[config.mk]
export PLATFORM = sky130hd
export DESIGN_NAME = tagline_share_ctrl
export DESIGN_NICKNAME = d
export VERILOG_FILES = /design/src/rtl/tls_pkg.sv /design/src/rtl/tls_slot_hold.sv /design/src/rtl/tls_pair_pick.sv /design/src/rtl/tls_pair.sv /design/src/rtl/tagline_share_ctrl.sv
export SDC_FILE = /design/constraint.sdc
export NUM_CORES = 1
export LEC_CHECK = 0
export BUFFER_PORTS_ARGS = -buffer_cell sky130_fd_sc_hd__buf_2
export CORE_ASPECT_RATIO = 0.9
export CORE_MARGIN = 3
export CORE_UTILIZATION = 30
export DETAILED_ROUTE_END_ITERATION = 16
export SLEW_MARGIN = 20
export SYNTH_ARGS = -nofsm -noshare
export SYNTH_HDL_FRONTEND = slang
export SYNTH_SLANG_ARGS = --single-unit
[constraint.sdc]
create_clock -name clk -period 3.5 [get_ports clk]
set_input_delay 0.7 -clock clk [delete_from_list [all_inputs] [get_ports clk]]
set_output_delay 0.7 -clock clk [all_outputs]
set_load 0.02 [all_outputs]
[src/rtl/tls_pkg.sv]
package tls_pkg;

  typedef enum logic [1:0] {
    SRC_NONE = 2'd0,
    SRC_HELD = 2'd1,
    SRC_NEW  = 2'd2
  } bcast_src_e;

endpackage

[src/rtl/tls_slot_hold.sv]
module tls_slot_hold #(
  parameter int TAG_W = 7
) (
  input  logic             clk,
  input  logic             rst,
  input  logic             want_tag,
  input  logic [TAG_W-1:0] new_tag,
  input  logic             send_held,
  input  logic             park,
  output logic             accept,
  output logic             held,
  output logic [TAG_W-1:0] held_tag
);

  // A fresh tag is accepted only while nothing is parked here.
  assign accept = want_tag & ~held;

  always_ff @(posedge clk) begin
    if (rst) begin
      held     <= 1'b0;
      held_tag <= '0;
    end else if (held) begin
      if (send_held) held <= 1'b0;
    end else if (park) begin
      held     <= 1'b1;
      held_tag <= new_tag;
    end
  end

endmodule

[src/rtl/tls_pair_pick.sv]
module tls_pair_pick
  import tls_pkg::*;
(
  input  logic [1:0] held,
  input  logic [1:0] accept,
  output bcast_src_e src,
  output logic       win,
  output logic [1:0] send_held,
  output logic [1:0] park
);

  always_comb begin
    src = SRC_NONE;
    win = 1'b0;
    if (held[0]) begin
      src = SRC_HELD;
      win = 1'b0;
    end else if (held[1]) begin
      src = SRC_HELD;
      win = 1'b1;
    end else if (accept[0]) begin
      src = SRC_NEW;
      win = 1'b0;
    end else if (accept[1]) begin
      src = SRC_NEW;
      win = 1'b1;
    end
  end

  for (genvar u = 0; u < 2; u++) begin : g_unit
    assign send_held[u] = (src == SRC_HELD) && (win == 1'(u));
    assign park[u]      = accept[u] && !((src == SRC_NEW) && (win == 1'(u)));
  end

endmodule

[src/rtl/tls_pair.sv]
module tls_pair
  import tls_pkg::*;
#(
  parameter int TAG_W = 7
) (
  input  logic               clk,
  input  logic               rst,
  input  logic [1:0]         want_tag,
  input  logic [2*TAG_W-1:0] new_tag,
  output logic               bc_vld,
  output logic [TAG_W-1:0]   bc_tag,
  output logic [1:0]         held
);

  logic [1:0]       accept;
  logic [1:0]       send_held;
  logic [1:0]       park;
  logic [TAG_W-1:0] held_tag [2];
  bcast_src_e       src;
  logic             win;
  logic [TAG_W-1:0] pick_tag;

  for (genvar u = 0; u < 2; u++) begin : g_slot
    tls_slot_hold #(.TAG_W(TAG_W)) u_slot (
      .clk       (clk),
      .rst       (rst),
      .want_tag  (want_tag[u]),
      .new_tag   (new_tag[u*TAG_W +: TAG_W]),
      .send_held (send_held[u]),
      .park      (park[u]),
      .accept    (accept[u]),
      .held      (held[u]),
      .held_tag  (held_tag[u])
    );
  end

  tls_pair_pick u_pick (
    .held      (held),
    .accept    (accept),
    .src       (src),
    .win       (win),
    .send_held (send_held),
    .park      (park)
  );

  always_comb begin
    case (src)
      SRC_HELD: pick_tag = held_tag[win];
      SRC_NEW:  pick_tag = win ? new_tag[TAG_W +: TAG_W] : new_tag[0 +: TAG_W];
      default:  pick_tag = '0;
    endcase
  end

  always_ff @(posedge clk) begin
    if (rst) begin
      bc_vld <= 1'b0;
      bc_tag <= '0;
    end else begin
      bc_vld <= (src != SRC_NONE);
      bc_tag <= pick_tag;
    end
  end

endmodule

[src/rtl/tagline_share_ctrl.sv]
module tagline_share_ctrl #(
  parameter int PAIRS = 3,
  parameter int TAG_W = 7
) (
  input  logic                     clk,
  input  logic                     rst,
  input  logic [2*PAIRS-1:0]       iss_vld,
  input  logic [2*PAIRS-1:0]       iss_wr_tag,
  input  logic [2*PAIRS*TAG_W-1:0] iss_tag,
  output logic [PAIRS-1:0]         bc_vld,
  output logic [PAIRS*TAG_W-1:0]   bc_tag,
  output logic [2*PAIRS-1:0]       hold_ind
);

  localparam int UNITS = 2 * PAIRS;

  logic [UNITS-1:0] want_tag;
  assign want_tag = iss_vld & iss_wr_tag;

  for (genvar p = 0; p < PAIRS; p++) begin : g_pair
    tls_pair #(.TAG_W(TAG_W)) u_pair (
      .clk      (clk),
      .rst      (rst),
      .want_tag (want_tag[2*p +: 2]),
      .new_tag  (iss_tag[2*p*TAG_W +: 2*TAG_W]),
      .bc_vld   (bc_vld[p]),
      .bc_tag   (bc_tag[p*TAG_W +: TAG_W]),
      .held     (hold_ind[2*p +: 2])
    );
  end

endmodule

# Word-level counts from Yosys, hierarchy flattened
# Cells that the tools add are included.
# word_totals
regBits	72
latch_bits	0
ram_bits	0
romBits	0
input_bits	56
memories	0
# classes
n_addsub	0
mul	0
div	0
order_cmp	3
n_eq_ne	6
shifts	0
mux	57
bitwise	19
n_reduce_logical	33
# ops
operator	count
7-bit two-way mux	12
7-bit case mux with 2 select lines	3
1-bit two-way mux	30
2-bit two-way mux	12
1-bit logical AND	18
2-bit AND reduction	6
1-bit inverter	9
1-bit bitwise AND	6
6-bit bitwise AND	1
2-bit by 1-bit == test with 1-bit output, second input constant	3
2-bit == test, second input constant	3
2-bit >= comparator, second input constant	3
1-bit zero test	6
1-bit inverter with 2-bit output	3
2-bit nonzero test	3

# Depth between registers and ports, before layout
# depth
ltp_word	12
ltp_mapped	5
mapped_depth_nobuf	3

# Cells and area by module
# From an unflattened synthesis, not the netlist that was laid out.
# unflattened
hier_cells	363
hier_area_um2	3659.8
# modules_own_cells
mod	n_inst	cells_per_inst	area_each_um2	seq_area_each_um2
tls_slot_hold	6	35	357.8	160.2
tls_pair	3	39	439.2	160.2
tls_pair_pick	3	10	52.6	0.0
tagline_share_ctrl	1	6	37.5	0.0

# Least setup slack after synthesis
# Ideal clock, no wire load.
# synth_path
path_type	input-to-reg
start	input port rst
end	register g_pair[1].u_pair.g_slot[1].u_slot.held_tag[0]
setup_ps	143
t_arrival_ps	1308
required_ps	3357
path_slack_ps	2048
stages	3
path_cell_list	clkbuf_2 -> clkbuf_1 -> a21oi_1
# synth_lines
element	line	rtl
from (decl)	tagline_share_ctrl.sv:6	input logic rst,
to (signal assigned)	tls_slot_hold.sv:26	held_tag <= new_tag;
to (decl)	tls_slot_hold.sv:12	output logic [TAG_W-1:0] held_tag
# No word-level cell between the ends.

# Final worst setup path
# layout_path
start	register g_pair[1].u_pair.g_slot[0].u_slot.held
end	output port hold_ind[2]
# layout_lines
element	line	rtl
from (decl)	tls_slot_hold.sv:11	output logic held,
from (signal assigned)	tls_slot_hold.sv:20	held <= 1'b0;
from (signal assigned)	tls_slot_hold.sv:23	if (send_held) held <= 1'b0;
from (signal assigned)	tls_slot_hold.sv:25	held <= 1'b1;
to (decl)	tagline_share_ctrl.sv:12	output logic [2*PAIRS-1:0] hold_ind
# No word-level cell between the ends.

==> results.sh <==
export IMPL_slew_violations=0
export IMPL_synth_seq_area_share=0.425
export IMPL_cp_arrival_ns=1.57
export IMPL_worst_r2r_setup_slack_ns=1.54
export IMPL_finalCritPeriodShare=0.650
export IMPL_syn_area_per_cell_um2=9.77
export IMPL_io_buffers=85
export IMPL_peakVddDrop_mv=0.201
export IMPL_postPlaceCellArea_um2=3760
export IMPL_n_antenna_cell=0
export IMPL_synth_most_common_cell="dfxtp_1"
export IMPL_wl_um=8140
export IMPL_h_tree_depth=3
export IMPL_path_cells="buf_2"
export IMPL_core_um2=10900
export IMPL_synth_commonest_cells="dfxtp_1, nand3_1, a21oi_1"
export IMPL_grt_pass1_wl_um=13500
export IMPL_cts_max_path_buffers=2
export IMPL_synth_top_flop_cell="dfxtp_1"
export IMPL_postCtsSetupBuffers=0
export IMPL_min_period_ns=2.27
export IMPL_yosys_warnings=0
export IMPL_final_cell_area_um2=4070
export IMPL_synth_cell_types=31
export IMPL_synth_seq_cells=72
export IMPL_ctsHoldBuffers=0
export IMPL_crit_path_start_kind="register"
export IMPL_grt_max_degree=42
export IMPL_critPathCaptureType="output port"
export IMPL_tns_ns=0
export IMPL_antenna_found_initial=0
export IMPL_crit_path_top_delay_cell="dfxtp_1"
export IMPL_hold_path_class="reg2reg"
export IMPL_hold_viol=0
export IMPL_cts_resized=0
export IMPL_fin_nets=463
export IMPL_die_y_um=107
export IMPL_numCtsBuffers=9
export IMPL_ys_top_cells_by_area="dfxtp_1, a221oi_2, mux2i_1"
export IMPL_place_gp_congestion=0.737
export IMPL_grt_setup_unrepaired="no"
export IMPL_worstSetupPathType="reg2out"
export IMPL_tritoncts="done"
export IMPL_pwr_density_cell_nw_per_um2=482
export IMPL_cts_sinks=72
export IMPL_final_core_util=0.372
export IMPL_maxSlewHeadroom=0.372
export IMPL_crit_fanout=21
export IMPL_setup_viol=0
export IMPL_async_flop_share=0
export IMPL_rows=36
export IMPL_crit_required_ns=2.80
export IMPL_layout_drive_gt1_share=0.335
export IMPL_drt_iter0_drc=119
export IMPL_firstDrtPassIters=5
export IMPL_wl_per_cell_um=14.4
export IMPL_initial_utilization=0.310
export IMPL_cts_root_buffer="clkbuf_16"
export IMPL_grt_pass1_vias=2691
export IMPL_synth_top_cell_area_share=0.425
export IMPL_clkTransAtPathRegs_ns=0.06
export IMPL_cpPeakStageDelay_ns=0.94
export IMPL_grt_remaining_overflow=0
export IMPL_post_dp_hpwl_um=5760
export IMPL_synth_top_area_cell="dfxtp_1"
export IMPL_max_cap_violations=0
export IMPL_fmax_ghz=0.440
export IMPL_drt_antenna_violating_nets=0
export IMPL_vias=2826
export IMPL_route_detailed_drc=0
export IMPL_crit_buf_inv=1
export IMPL_status="completed"
export IMPL_clk_latency_ns=0.33
export IMPL_syn_cell_area_um2=3390
export IMPL_critical_path_top_delay_family="flip-flops"
export IMPL_synthCells=347
export IMPL_pin_count=86
export IMPL_fp_dieW_um=118
export IMPL_avgViaCountPerCell=5.01
export IMPL_leakagePower_uw=0.00175
export IMPL_fillers=1128
export IMPL_skew_ns=0.00623
export IMPL_synth_nets=403
export IMPL_synth_edff_count=0
export IMPL_areaGrowthSynthToFinish_pct=20.1
export IMPL_grt_usage=0.130
export IMPL_tightest_slew_ns=0.941
export IMPL_die_area_um2=12600
registers in the layout, indices dropped and copies added (netlist names):
signal,cells
g_pair.u_pair.g_slot.u_slot.held_tag,42
g_pair.u_pair.bc_tag,21
g_pair.u_pair.g_slot.u_slot.held,6
g_pair.u_pair.bc_vld,3
area by class of cell:
| cell class | instances | area (µm²) | area share |
|---|---|---|---|
| Tap cell | 152 | 190 | 0.0467 |
| Sequential cell | 72 | 1440 | 0.354 |
| Clock inverter | 6 | 67.6 | 0.0166 |
| Clock buffer | 10 | 239 | 0.0587 |
| Multi-Input combinational cell | 235 | 1690 | 0.414 |
| Timing Repair Buffer | 87 | 440 | 0.108 |
| Inverter | 2 | 7.51 | 0.00184 |
layout by cell type (no fill, tap or decap):
cell type | Yosys | routed
dfxtp_1 | 72 | 72
buf_4 | 12 | 2
clkinvlp_4 | 0 | 2
a211oi_1 | 2 | 2
clkbuf_16 | 0 | 9
nor2_1 | 25 | 25
a21o_2 | 1 | 1
clkinv_4 | 0 | 1
o21ai_0 | 21 | 21
a221oi_2 | 14 | 14
nand4b_2 | 1 | 1
nand3_1 | 42 | 42
inv_6 | 0 | 1
a21oi_4 | 1 | 1
a211oi_4 | 3 | 3
and2_1 | 2 | 2
buf_2 | 3 | 85
a41oi_2 | 7 | 7
and4bb_1 | 3 | 3
nand4b_1 | 2 | 2
clkbuf_8 | 0 | 1
inv_1 | 2 | 2
nand3b_1 | 10 | 10
a31oi_1 | 2 | 2
clkinv_2 | 0 | 1
a21oi_1 | 32 | 32
a21oi_2 | 8 | 8
a22oi_1 | 1 | 1
nand2_1 | 17 | 17
and2_0 | 1 | 1
and3b_1 | 17 | 17
bufinv_16 | 0 | 1
mux2i_1 | 21 | 21
a21o_1 | 2 | 2
final timing paths:
kind / end / cells after the start / startpoint
hold / removal: g_pair[0].u_pair.g_slot[1].u_slot.held_tag[3] / 2 / g_pair[0].u_pair.g_slot[1].u_slot.held_tag[3]
setup reg to reg: g_pair[1].u_pair.g_slot[0].u_slot.held_tag[6] / 3 / g_pair[1].u_pair.g_slot[0].u_slot.held
hold reg to reg: g_pair[0].u_pair.g_slot[1].u_slot.held_tag[3] / 2 / g_pair[0].u_pair.g_slot[1].u_slot.held_tag[3]
setup / recovery: hold_ind[2] / 1 / g_pair[1].u_pair.g_slot[0].u_slot.held
kinds of logic after synthesis:
| family | share of synthesized area |
|---|---|
| DFF | 0.425 |
| muxes | 0.0620 |
| AOI/OAI and AO/OA | 0.234 |
| buffers and inverters | 0.0775 |
| and+or+nand+nor | 0.201 |
power by group:
group	total (µW)	switching (µW)	leakage, µW	internal [µW]
registers	849	9.10	0.000584	840
clock network	934	361	0.000145	574
logic	181	113	0.00102	67.4
layer usage:
metal	up-vias	global-route usage	part of all wire
met3	13	0.0348	0.054
met1	1347	0.177	0.48
li1	1381	-	-
met2	85	0.201	0.45
met5	-	0	0
met4	0	0.0418	0.018
through the flow:
step	instances	total power, µW	hold WS (ns)	worst slack, ns
floorplan	347	974	0.449	2.05
global placement	548	1050	0.457	1.53
detailed placement	548	1050	0.464	1.50
CTS	564	1990	0.473	1.22
global route	564	2040	0.494	1.14
finish	564	1960	0.472	1.23
Power figures use the tool's default switching activity.
